File: src/rtl/rsq_pkg.sv
package rsq_pkg;
    localparam int WORD_W     = 32;
    localparam int EXP_W      = 8;
    localparam int FRAC_W     = 23;
    localparam int EST_W      = 8;
    localparam int SCALE_W    = EST_W + 1;
    localparam int DBL_W      = SCALE_W + 1;
    localparam int BOUND_W    = SCALE_W + 2;
    localparam int EXPE_W     = EXP_W + 3;
    localparam int LZ_W       = $clog2(FRAC_W + 1);
    localparam int PROD_W     = 32;
    localparam int PAD_W      = FRAC_W - EST_W;
    localparam logic [BOUND_W-1:0] B_START = BOUND_W'(512);
    localparam logic [PROD_W-1:0]  LIMIT   = PROD_W'(1) << 28;
    localparam int EXP_OFFSET = 380;
    localparam logic [EXP_W-1:0]  EXP_ONES = '1;
    localparam logic [WORD_W-1:0] DEF_NAN  = 32'h7FC0_0000;

    typedef enum logic [1:0] {
        ST_IDLE   = 2'd0,
        ST_SEARCH = 2'd1,
        ST_REPORT = 2'd2
    } rsq_state_e;
endpackage

File: src/rtl/rsq_classify.sv
module rsq_classify
    import rsq_pkg::*;
(
    input  logic [WORD_W-1:0]       operand,
    input  logic                    flush_en,
    input  logic                    dnan_en,
    output logic                    is_special,
    output logic [WORD_W-1:0]       spec_result,
    output logic                    spec_inv,
    output logic                    spec_dz,
    output logic                    spec_dnm,
    output logic signed [EXPE_W-1:0] exp_eff,
    output logic [EST_W-1:0]        top_frac
);
    logic             sgn;
    logic [EXP_W-1:0]  ex;
    logic [FRAC_W-1:0] fr;
    logic             subn, flushed, zero_in, nan_in, inf_in;
    logic [LZ_W-1:0]   lz;

    assign sgn     = operand[WORD_W-1];
    assign ex      = operand[WORD_W-2:FRAC_W];
    assign fr      = operand[FRAC_W-1:0];
    assign subn    = (ex == '0) && (fr != '0);
    assign flushed = flush_en && subn;
    assign zero_in = ((ex == '0) && (fr == '0)) || flushed;
    assign nan_in  = (ex == EXP_ONES) && (fr != '0);
    assign inf_in  = (ex == EXP_ONES) && (fr == '0);

    // leading-one position for the normalising shift
    always_comb begin
        lz = '0;
        for (int i = 0; i < FRAC_W; i++) begin
            if (fr[i]) lz = LZ_W'(FRAC_W - 1 - i);
        end
    end

    always_comb begin
        is_special  = 1'b1;
        spec_result = '0;
        spec_inv    = 1'b0;
        spec_dz     = 1'b0;
        spec_dnm    = flushed;
        if (nan_in) begin
            spec_inv    = ~fr[FRAC_W-1];
            spec_result = dnan_en ? DEF_NAN : (operand | (WORD_W'(1) << (FRAC_W - 1)));
        end else if (zero_in) begin
            spec_dz     = 1'b1;
            spec_result = {sgn, EXP_ONES, {FRAC_W{1'b0}}};
        end else if (sgn) begin
            spec_inv    = 1'b1;
            spec_result = DEF_NAN;
        end else if (inf_in) begin
            spec_result = '0;
        end else begin
            is_special  = 1'b0;
        end
    end

    always_comb begin
        if (ex == '0) begin
            exp_eff  = -$signed({{(EXPE_W-LZ_W){1'b0}}, lz});
            top_frac = EST_W'(({{EST_W{1'b0}}, fr} << (lz + LZ_W'(1))) >> PAD_W);
        end else begin
            exp_eff  = $signed({{(EXPE_W-EXP_W){1'b0}}, ex});
            top_frac = EST_W'(fr >> PAD_W);
        end
    end
endmodule

File: src/rtl/rsq_prescale.sv
module rsq_prescale
    import rsq_pkg::*;
(
    input  logic signed [EXPE_W-1:0] exp_eff,
    input  logic [EST_W-1:0]         top_frac,
    output logic [DBL_W-1:0]         a_dbl,
    output logic [EXP_W-1:0]         res_exp
);
    logic [SCALE_W-1:0] a_sc;
    logic [EXPE_W-1:0]  diff;

    // odd exponent: '01' form (128..255); even: '1' form (256..511)
    assign a_sc = exp_eff[0] ? {2'b01, top_frac[EST_W-1:1]}
                             : {1'b1, top_frac};

    always_comb begin
        if (a_sc < SCALE_W'(256))
            a_dbl = {a_sc, 1'b1};
        else
            a_dbl = {a_sc[SCALE_W-1:1], 2'b10};
    end

    assign diff    = EXPE_W'(EXP_OFFSET) - EXPE_W'(exp_eff);
    assign res_exp = EXP_W'(diff >> 1);
endmodule

File: src/rtl/rsq_step.sv
module rsq_step
    import rsq_pkg::*;
(
    input  logic [DBL_W-1:0]   a_dbl,
    input  logic [BOUND_W-1:0] bound,
    output logic               go_on
);
    logic [PROD_W-1:0] b1;
    logic [PROD_W-1:0] prod;

    assign b1    = PROD_W'(bound) + PROD_W'(1);
    assign prod  = PROD_W'(a_dbl) * b1 * b1;
    assign go_on = prod < LIMIT;
endmodule

File: src/rtl/rsqrt_estimate_unit.sv
module rsqrt_estimate_unit
    import rsq_pkg::*;
(
    input  logic        clk,
    input  logic        rst_n,
    input  logic        start,
    input  logic [31:0] operand,
    input  logic        flush_en,
    input  logic        dnan_en,
    output logic        busy,
    output logic        done,
    output logic [31:0] result,
    output logic        flag_invalid,
    output logic        flag_divzero,
    output logic        flag_denorm
);
    rsq_state_e state_q, state_d;

    logic                     is_special, spec_inv, spec_dz, spec_dnm, go_on;
    logic [WORD_W-1:0]        spec_result;
    logic signed [EXPE_W-1:0] exp_eff;
    logic [EST_W-1:0]         top_frac;
    logic [DBL_W-1:0]         a_dbl, a_q;
    logic [EXP_W-1:0]         res_exp, exp_q;
    logic [BOUND_W-1:0]       b_q;
    logic [WORD_W-1:0]        res_q;
    logic                     inv_q, dz_q, dnm_q;

    rsq_classify u_classify (
        .operand    (operand),
        .flush_en   (flush_en),
        .dnan_en    (dnan_en),
        .is_special (is_special),
        .spec_result(spec_result),
        .spec_inv   (spec_inv),
        .spec_dz    (spec_dz),
        .spec_dnm   (spec_dnm),
        .exp_eff    (exp_eff),
        .top_frac   (top_frac)
    );

    rsq_prescale u_prescale (
        .exp_eff (exp_eff),
        .top_frac(top_frac),
        .a_dbl   (a_dbl),
        .res_exp (res_exp)
    );

    rsq_step u_step (
        .a_dbl(a_q),
        .bound(b_q),
        .go_on(go_on)
    );

    // state register
    always_ff @(posedge clk) begin
        if (!rst_n) state_q <= ST_IDLE;
        else        state_q <= state_d;
    end

    // transitions: resolve, launch, step, settle, retire
    always_comb begin
        state_d = state_q;
        unique case (state_q)
            ST_IDLE:   if (start) state_d = is_special ? ST_REPORT : ST_SEARCH;
            ST_SEARCH: if (!go_on) state_d = ST_REPORT;
            ST_REPORT: state_d = ST_IDLE;
            default:   state_d = ST_IDLE;
        endcase
    end

    // datapath registers
    always_ff @(posedge clk) begin
        if (!rst_n) begin
            a_q   <= '0;
            b_q   <= B_START;
            exp_q <= '0;
            res_q <= '0;
            inv_q <= 1'b0;
            dz_q  <= 1'b0;
            dnm_q <= 1'b0;
        end else begin
            unique case (state_q)
                ST_IDLE: begin
                    if (start && is_special) begin
                        res_q <= spec_result;
                        inv_q <= spec_inv;
                        dz_q  <= spec_dz;
                        dnm_q <= spec_dnm;
                    end else if (start) begin
                        a_q   <= a_dbl;
                        b_q   <= B_START;
                        exp_q <= res_exp;
                    end
                end
                ST_SEARCH: begin
                    if (go_on) begin
                        b_q <= b_q + BOUND_W'(1);
                    end else begin
                        res_q <= {1'b0, exp_q, EST_W'((b_q + BOUND_W'(1)) >> 1),
                                  {PAD_W{1'b0}}};
                        inv_q <= 1'b0;
                        dz_q  <= 1'b0;
                        dnm_q <= 1'b0;
                    end
                end
                default: ;
            endcase
        end
    end

    // outputs
    always_comb begin
        busy         = (state_q != ST_IDLE);
        done         = (state_q == ST_REPORT);
        result       = res_q;
        flag_invalid = inv_q;
        flag_divzero = dz_q;
        flag_denorm  = dnm_q;
    end

    a_r2_done_pulse: assert property (@(posedge clk) disable iff (!rst_n)
        done |=> !done);
    a_r2_search_busy: assert property (@(posedge clk) disable iff (!rst_n)
        (state_q == ST_SEARCH) |=> busy);
    a_r10_bound_window: assert property (@(posedge clk) disable iff (!rst_n)
        (state_q == ST_SEARCH) |-> (b_q >= BOUND_W'(512) && b_q <= BOUND_W'(1022)));
    a_r4_divzero_inf: assert property (@(posedge clk) disable iff (!rst_n)
        (done && flag_divzero) |-> (result[30:0] == 31'h7F80_0000 && !flag_invalid));
    a_r3_invalid_nan: assert property (@(posedge clk) disable iff (!rst_n)
        (done && flag_invalid) |-> (result[30:22] == 9'h1FF));
    a_r12_hold: assert property (@(posedge clk) disable iff (!rst_n)
        !done |-> ($stable(result) && $stable(flag_invalid) && $stable(flag_divzero)));
endmodule

File: config.mk
export PLATFORM = sky130hd
export DESIGN_NAME = rsqrt_estimate_unit
export DESIGN_NICKNAME = d
export VERILOG_FILES = /design/src/rtl/rsq_pkg.sv /design/src/rtl/rsq_classify.sv /design/src/rtl/rsq_prescale.sv /design/src/rtl/rsq_step.sv /design/src/rtl/rsqrt_estimate_unit.sv
export SDC_FILE = /design/constraint.sdc
export NUM_CORES = 1
export LEC_CHECK = 0
export BUFFER_PORTS_ARGS = -buffer_cell sky130_fd_sc_hd__buf_2
export CAP_MARGIN = 30
export CORE_MARGIN = 5
export CORE_UTILIZATION = 42
export CTS_BUF_LIST = sky130_fd_sc_hd__clkbuf_16
export CTS_CLUSTER_DIAMETER = 60
export DETAILED_ROUTE_END_ITERATION = 8
export GPL_TIMING_DRIVEN = 0
export PLACE_DENSITY = 0.57
export RECOVER_POWER = 50
export SYNTH_ARGS = -nofsm -noshare
export SYNTH_HDL_FRONTEND = slang
export SYNTH_SLANG_ARGS = --single-unit
File: constraint.sdc
create_clock -name clk -period 21.7 [get_ports clk]
set_clock_uncertainty 0.05 [all_clocks]
set_input_delay 4.34 -clock clk [delete_from_list [all_inputs] [get_ports clk]]
set_output_delay 4.34 -clock clk [all_outputs]
set_load 0.01 [all_outputs]
==> results.toml, run 1 <==
[status]
status = "finished, final reports clean"

[route]
vias = 13700
finalWirelength_mm = 49.0
drc_errors = 0
vias_per_cell = 5.44
post_drt_wl_per_cell_um = 19.5
drtIter0Drc = 1005
firstDrtPassIters = 5
antenna_left = 0

[setup_path]
cp-start-kind = "register"
worst-setup-path-type = "reg -> reg"
max_stage_delay_ns = 0.76
cp.required_ns = 21.87
worst_path_max_delay_cell = "xor2_1"
crit_top_cell = "fa_1"
arrival_ns = 16.24
crit_path_max_fanout = 10
end_kind = "register"
reg2reg_depth = 50

[global_routing]
busiest_layer = "met2"
grt-ovfl-total = 0
first_global_vias = 14100
grtUsageMet2_pct = 37.8
antenna_found_initial = 0
grt_max_degree = 11
use_met3_pct = 3.36
grt_pass1_wl_mm = 78.5
gr-usage-met1_pct = 33.7
grtUsageTotal_pct = 23.5

[floorplanning]
fp.coreArea_um2 = 38500
die_x_um = 207
dieArea_um2 = 42800
core.rowCount = 72
start_util_pct = 42.3
ioPinCount = 74
die_h_um = 207

[placement]
globalplace.congestion = 0.936
post-dp-hpwl_mm = 40.9
portBuffers = 69
pre_cts_ws_ns = 5.88

[synthesis]
postSynthCellCount = 1902
syn_avg_cell_area_um2 = 8.55
synth_seq_cells = 66
yosysSeqAreaShare_pct = 8.12
synth-edff-count = 0
synth_cell_type_count = 73
post-synth-top-area-fraction_pct = 36.1
yosysWarnings = 0
synth_most_common_cell = "inv_1"
syn_area_um2 = 16300
synth_common_cells = "inv_1, fa_1, nand2_1"
synth_area_leader_cell = "fa_1"
synth_nets = 2353
ys_dominant_reg_cell = "dfxtp_1"
synthTopCellsByArea = "fa_1, ha_1, dfxtp_1"
async_reset_ff_share_pct = 0

[clock_tree]
cts_tree = "done"
ctsHtreeMaxLevel = 3
cts_hold_buffers = 0
clkLatencyLatePin_ns = 0.33
cts_buffers = 9
cts_root_buf = "clkbuf_16"
cts_max_path_buffers = 2
cts.clk_slew.worst_paths_ns = 0.06
postCtsSetupRepairBufs = 0
post_cts_resize_count = 0
clock_sinks = 66

[timing]
fin_tns_setup_ns = 0
slew_headroom_pct = 28.5
min_period_ns = 16.06
hold_viol = 0
drv_slew = 0
timing.final.ws_setup_ns = 5.64
rsz0062_at_grt = "no"
finalSetupViolCount = 0
min_period_over_period_pct = 74.0
tightest_slew_ns = 1.06
fmax_mhz = 62.2

[pwr]
pwr-share-seq_pct = 30.9
p_clk_share_pct = 29.3
p_comb_share_pct = 39.9
p_leak_uw = 0.00840
p_sw_share_pct = 39.1
power.density_nw_per_um2 = 24.5
internal-power_uw = 262
peakVddDrop_v = 0.0000422
p_switching_uw = 168

[job]
drv_cap = 0

[min_path]
holdPathStages = 2
hold_class = "reg -> reg"

[finish]
fillers = 3926
area_delta_synth_final_pct = 7.91
drive_gt1_share_pct = 4.81
final_nets = 2444
[worst max-delay path: cells and delay by family, from the launching register on]
family,cells,cell delay (ns)
multiplexers,2,0.88
AO/OA/AOI/OAI,10,2.69
flip-flops,1,0.34
AND/OR/NAND/NOR,10,2.44
adder cells (fa/ha/maj),12,5.70
buffers and inverters,15,3.04
XOR/XNOR,1,0.76
[power groups by stage]
stage	clock network (uW)	logic (uW)	registers, uW
5_1_grt	134	192	134
6_report	126	172	133
3_5_place_dp	0	171	135
2_1_floorplan	0	114	135
3_3_place_gp	0	169	135
4_1_cts	129	172	133
[cells by family (layout without fill, tap and decap cells)]
family / after synthesis / in the layout / synth area share (%)
AO/OA/AOI/OAI: 237 / 237 / 10.2
XOR/XNOR: 59 / 59 / 3.31
adder cells (fa/ha/maj): 414 / 414 / 45.4
buffers and inverters: 404 / 498 / 9.37
flip-flops: 66 / 66 / 8.12
multiplexers: 41 / 41 / 3.55
other: 1 / 3 / 0.0230
AND/OR/NAND/NOR: 680 / 680 / 20.1
[cell type report]
cell class / count / area (um^2) / share of cell area (%)
flip-flops and latches: 66 / 1320 / 7.53
diodes: 2 / 5.00 / 0.0285
multi-input cells: 1432 / 13400 / 76.5
well taps: 518 / 648 / 3.69
clock inverters: 5 / 25.0 / 0.143
inverters: 305 / 1140 / 6.52
plain buffers: 99 / 380 / 2.17
repair buffers: 80 / 377 / 2.14
clock buffers: 9 / 225 / 1.28
[through the flow]
stage / hold WS (ns) / utilization [%] / power [uW] / cells / instance area, um^2
final: 0.407 / 45.6 / 431 / 2516 / 17600
after global placement: 0.393 / 44.9 / 304 / 2489 / 17300
after CTS: 0.408 / 45.7 / 434 / 2512 / 17600
after detailed placement: 0.401 / 45.1 / 306 / 2498 / 17300
after global routing: 0.425 / 45.6 / 459 / 2514 / 17600
after floorplan: 0.379 / - / 249 / 1902 / 16300
[final timing paths]
check | start | endpoint | slack (ns)
setup reg to reg | b_q[0] | result[4] | 5.64
setup / recovery | b_q[0] | result[4] | 5.64
hold reg to reg | exp_q[1] | exp_q[1] | 0.41
hold / removal | exp_q[1] | exp_q[1] | 0.41
[layer usage]
metal / wire [um] / up-vias
met2: 22900 / 404
met1: 22000 / 6941
li1: - / 6268
met4: 1230 / 0
met3: 2840 / 76
met5: 0 / -
[state kept, by name, indices dropped and copies added (netlist names)]
register	flops
a_q	10
b_q	11
flag_divzero	1
state_q	2
exp_q	8
result	32
flag_invalid	1
flag_denorm	1
[layout by cell type, fill, tap and decap left out, drive strengths merged, types with 11 or more instances in the layout]
master / Yosys / layout
a211oi: 11 / 11
o21a: 13 / 13
nand3: 41 / 41
a32o: 15 / 15
nand2: 263 / 263
nor2b: 18 / 18
dfxtp: 66 / 66
fa: 293 / 293
xor2: 21 / 21
mux2i: 25 / 25
inv: 305 / 306
nor2: 119 / 119
clkbuf: 91 / 138
xnor2: 37 / 37
a21oi: 57 / 57
nand2b: 40 / 40
mux4: 13 / 13
nor3: 27 / 27
and3: 13 / 13
and2: 102 / 102
ha: 121 / 121
a21o: 18 / 18
o21ai: 40 / 40
buf: 8 / 50
No activity file was read; power rests on OpenSTA's default activity.
==> run 2, diff against run 1 <==
PLACE_DENSITY = 0.59   (was 0.57)
clock period = 14.3 ns   (was 21.7 ns; I/O delays follow)
==> run 2 against run 1 <==
Compared with the run above: cell area increased by 1.3%; hold slack got worse by 0.00077 ns; fmax increased by 17%; final cell count about the same; routed wire length decreased by 2.1%; largest power group unchanged.
==> results.toml, run 2 (synthesized netlist as in run 1, its figures left out) <==
[floorplanning]
dieArea_um2 = 42800
core.rowCount = 72
die_h_um = 207
die_x_um = 207
ioPinCount = 74
start_util_pct = 42.3
fp.coreArea_um2 = 38500

[clock_tree]
cts.clk_slew.worst_paths_ns = 0.06
clock_sinks = 66
clkLatencyLatePin_ns = 0.34
cts_hold_buffers = 0
cts_buffers = 9
ctsHtreeMaxLevel = 3
cts_tree = "done"
cts_root_buf = "clkbuf_16"
cts_max_path_buffers = 2

[setup_path]
crit_start = "b_q[0]"
arrival_ns = 13.88
reg2reg_depth = 47
cp-start-kind = "register"
worst_path_max_delay_cell = "fa_1"
cp.required_ns = 14.48
r2r_slack_ns = 0.61
worst-setup-path-type = "reg -> reg"
crit_top_cell = "fa_1"
crit_path_max_fanout = 10
worstReg2RegStart = "b_q[0]"
max_stage_delay_ns = 0.56
critPathBufInv = 10
worst-path-stages = 47
crit_family = "adder cells"
end_kind = "register"

[min_path]
holdPathStages = 2
min_from = "exp_q[1]"
hold_class = "reg -> reg"

[timing]
min_period_ns = 13.69
hold_viol = 0
fmax_mhz = 73.0
min_period_over_period_pct = 95.8
timing.final.ws_setup_ns = 0.607
drv_slew = 0
hold_ws_ns = 0.407
tightest_slew_ns = 1.02
slew_headroom_pct = 31.7
finalSetupViolCount = 0

[route]
drc_errors = 0
vias_per_cell = 5.48
post_drt_wl_per_cell_um = 19.0
antenna_left = 0
finalWirelength_mm = 47.9
vias = 13800
drtIter0Drc = 1020
firstDrtPassIters = 5

[placement]
globalplace.congestion = 0.957
pre_cts_ws_ns = -1.63
post-dp-hpwl_mm = 40.2
portBuffers = 69

[pwr]
total_power_uw = 682
power.density_nw_per_um2 = 38.3
p_leak_uw = 0.00849
peakVddDrop_v = 0.0000783

[finish]
area_delta_synth_final_pct = 9.35
final_common_cell = "inv_1"
largest_register_ffs = 32
n_antenna_cell = 0
final_cell_mix = "inv_1, fa_1, nand2_1"
drive_gt1_share_pct = 6.55
fillers = 3867
final_nets = 2446

[global_routing]
grt_max_degree = 13
grt_pass1_wl_mm = 77.2
gr-usage-met1_pct = 33.9
grt-ovfl-total = 0
use_met3_pct = 2.91
grtUsageMet2_pct = 35.7
first_global_vias = 14100
grtUsageTotal_pct = 22.9
busiest_layer = "met2"
antenna_found_initial = 0

[job]
drv_cap = 0

[status]
status = "finished, final reports clean"
## run 2: area by class of cell
class / count / area, um^2 / area share, %
clock inverter: 7 / 68.8 / 0.387
tap: 518 / 648 / 3.64
inverter: 305 / 1140 / 6.43
clock buffer: 9 / 225 / 1.27
multi-input combinational: 1432 / 13600 / 76.4
sequential: 66 / 1320 / 7.43
buffer: 98 / 398 / 2.24
timing repair buffer: 83 / 400 / 2.25
## run 2: tightest hold or removal path: cells and delay by family (launching register included)
family           cells  cell delay [ns]
AND/OR/NAND/NOR      1             0.05
flip-flops           1             0.31
AO/OA/AOI/OAI        1             0.05
## run 2: path summary, 6_finish.rpt
kind | end
worst max-delay path | b_q[0]
worst min-delay path | exp_q[1]
worst max register to register | b_q[0]
worst min register to register | exp_q[1]
## run 2: timing repair
action,4_1_cts,5_1_grt
setup buffers,0,5
pin swaps,0,2
gates resized for setup,22,26
setup endpoints to repair,48,48
## run 2: layer usage
| layer | wire (um) | part of all wire [%] | up-vias |
|---|---|---|---|
| li1 | - | - | 6274 |
| met5 | 0 | 0 | - |
| met4 | 1120 | 2.3 | 0 |
| met2 | 22100 | 46 | 469 |
| met3 | 3180 | 6.6 | 71 |
| met1 | 21500 | 45 | 6981 |
## run 2: per-stage QoR
stage	instances	util (%)	instance area [um^2]	TNS [ns]
3_5_place_dp	2498	45.0	17300	-71.15
6_report	2518	46.3	17800	0
5_1_grt	2518	46.3	17800	-0.0715
3_3_place_gp	2489	44.9	17300	-105.98
2_1_floorplan	1902	-	16300	0
4_1_cts	2514	46.1	17700	0
## run 2: report_power, final
group / leakage (uW) / switching [uW] / internal [uW]
registers: 0.000537 / 7.68 / 194
logic: 0.00781 / 169 / 92.1
clock network: 0.000143 / 85.8 / 134
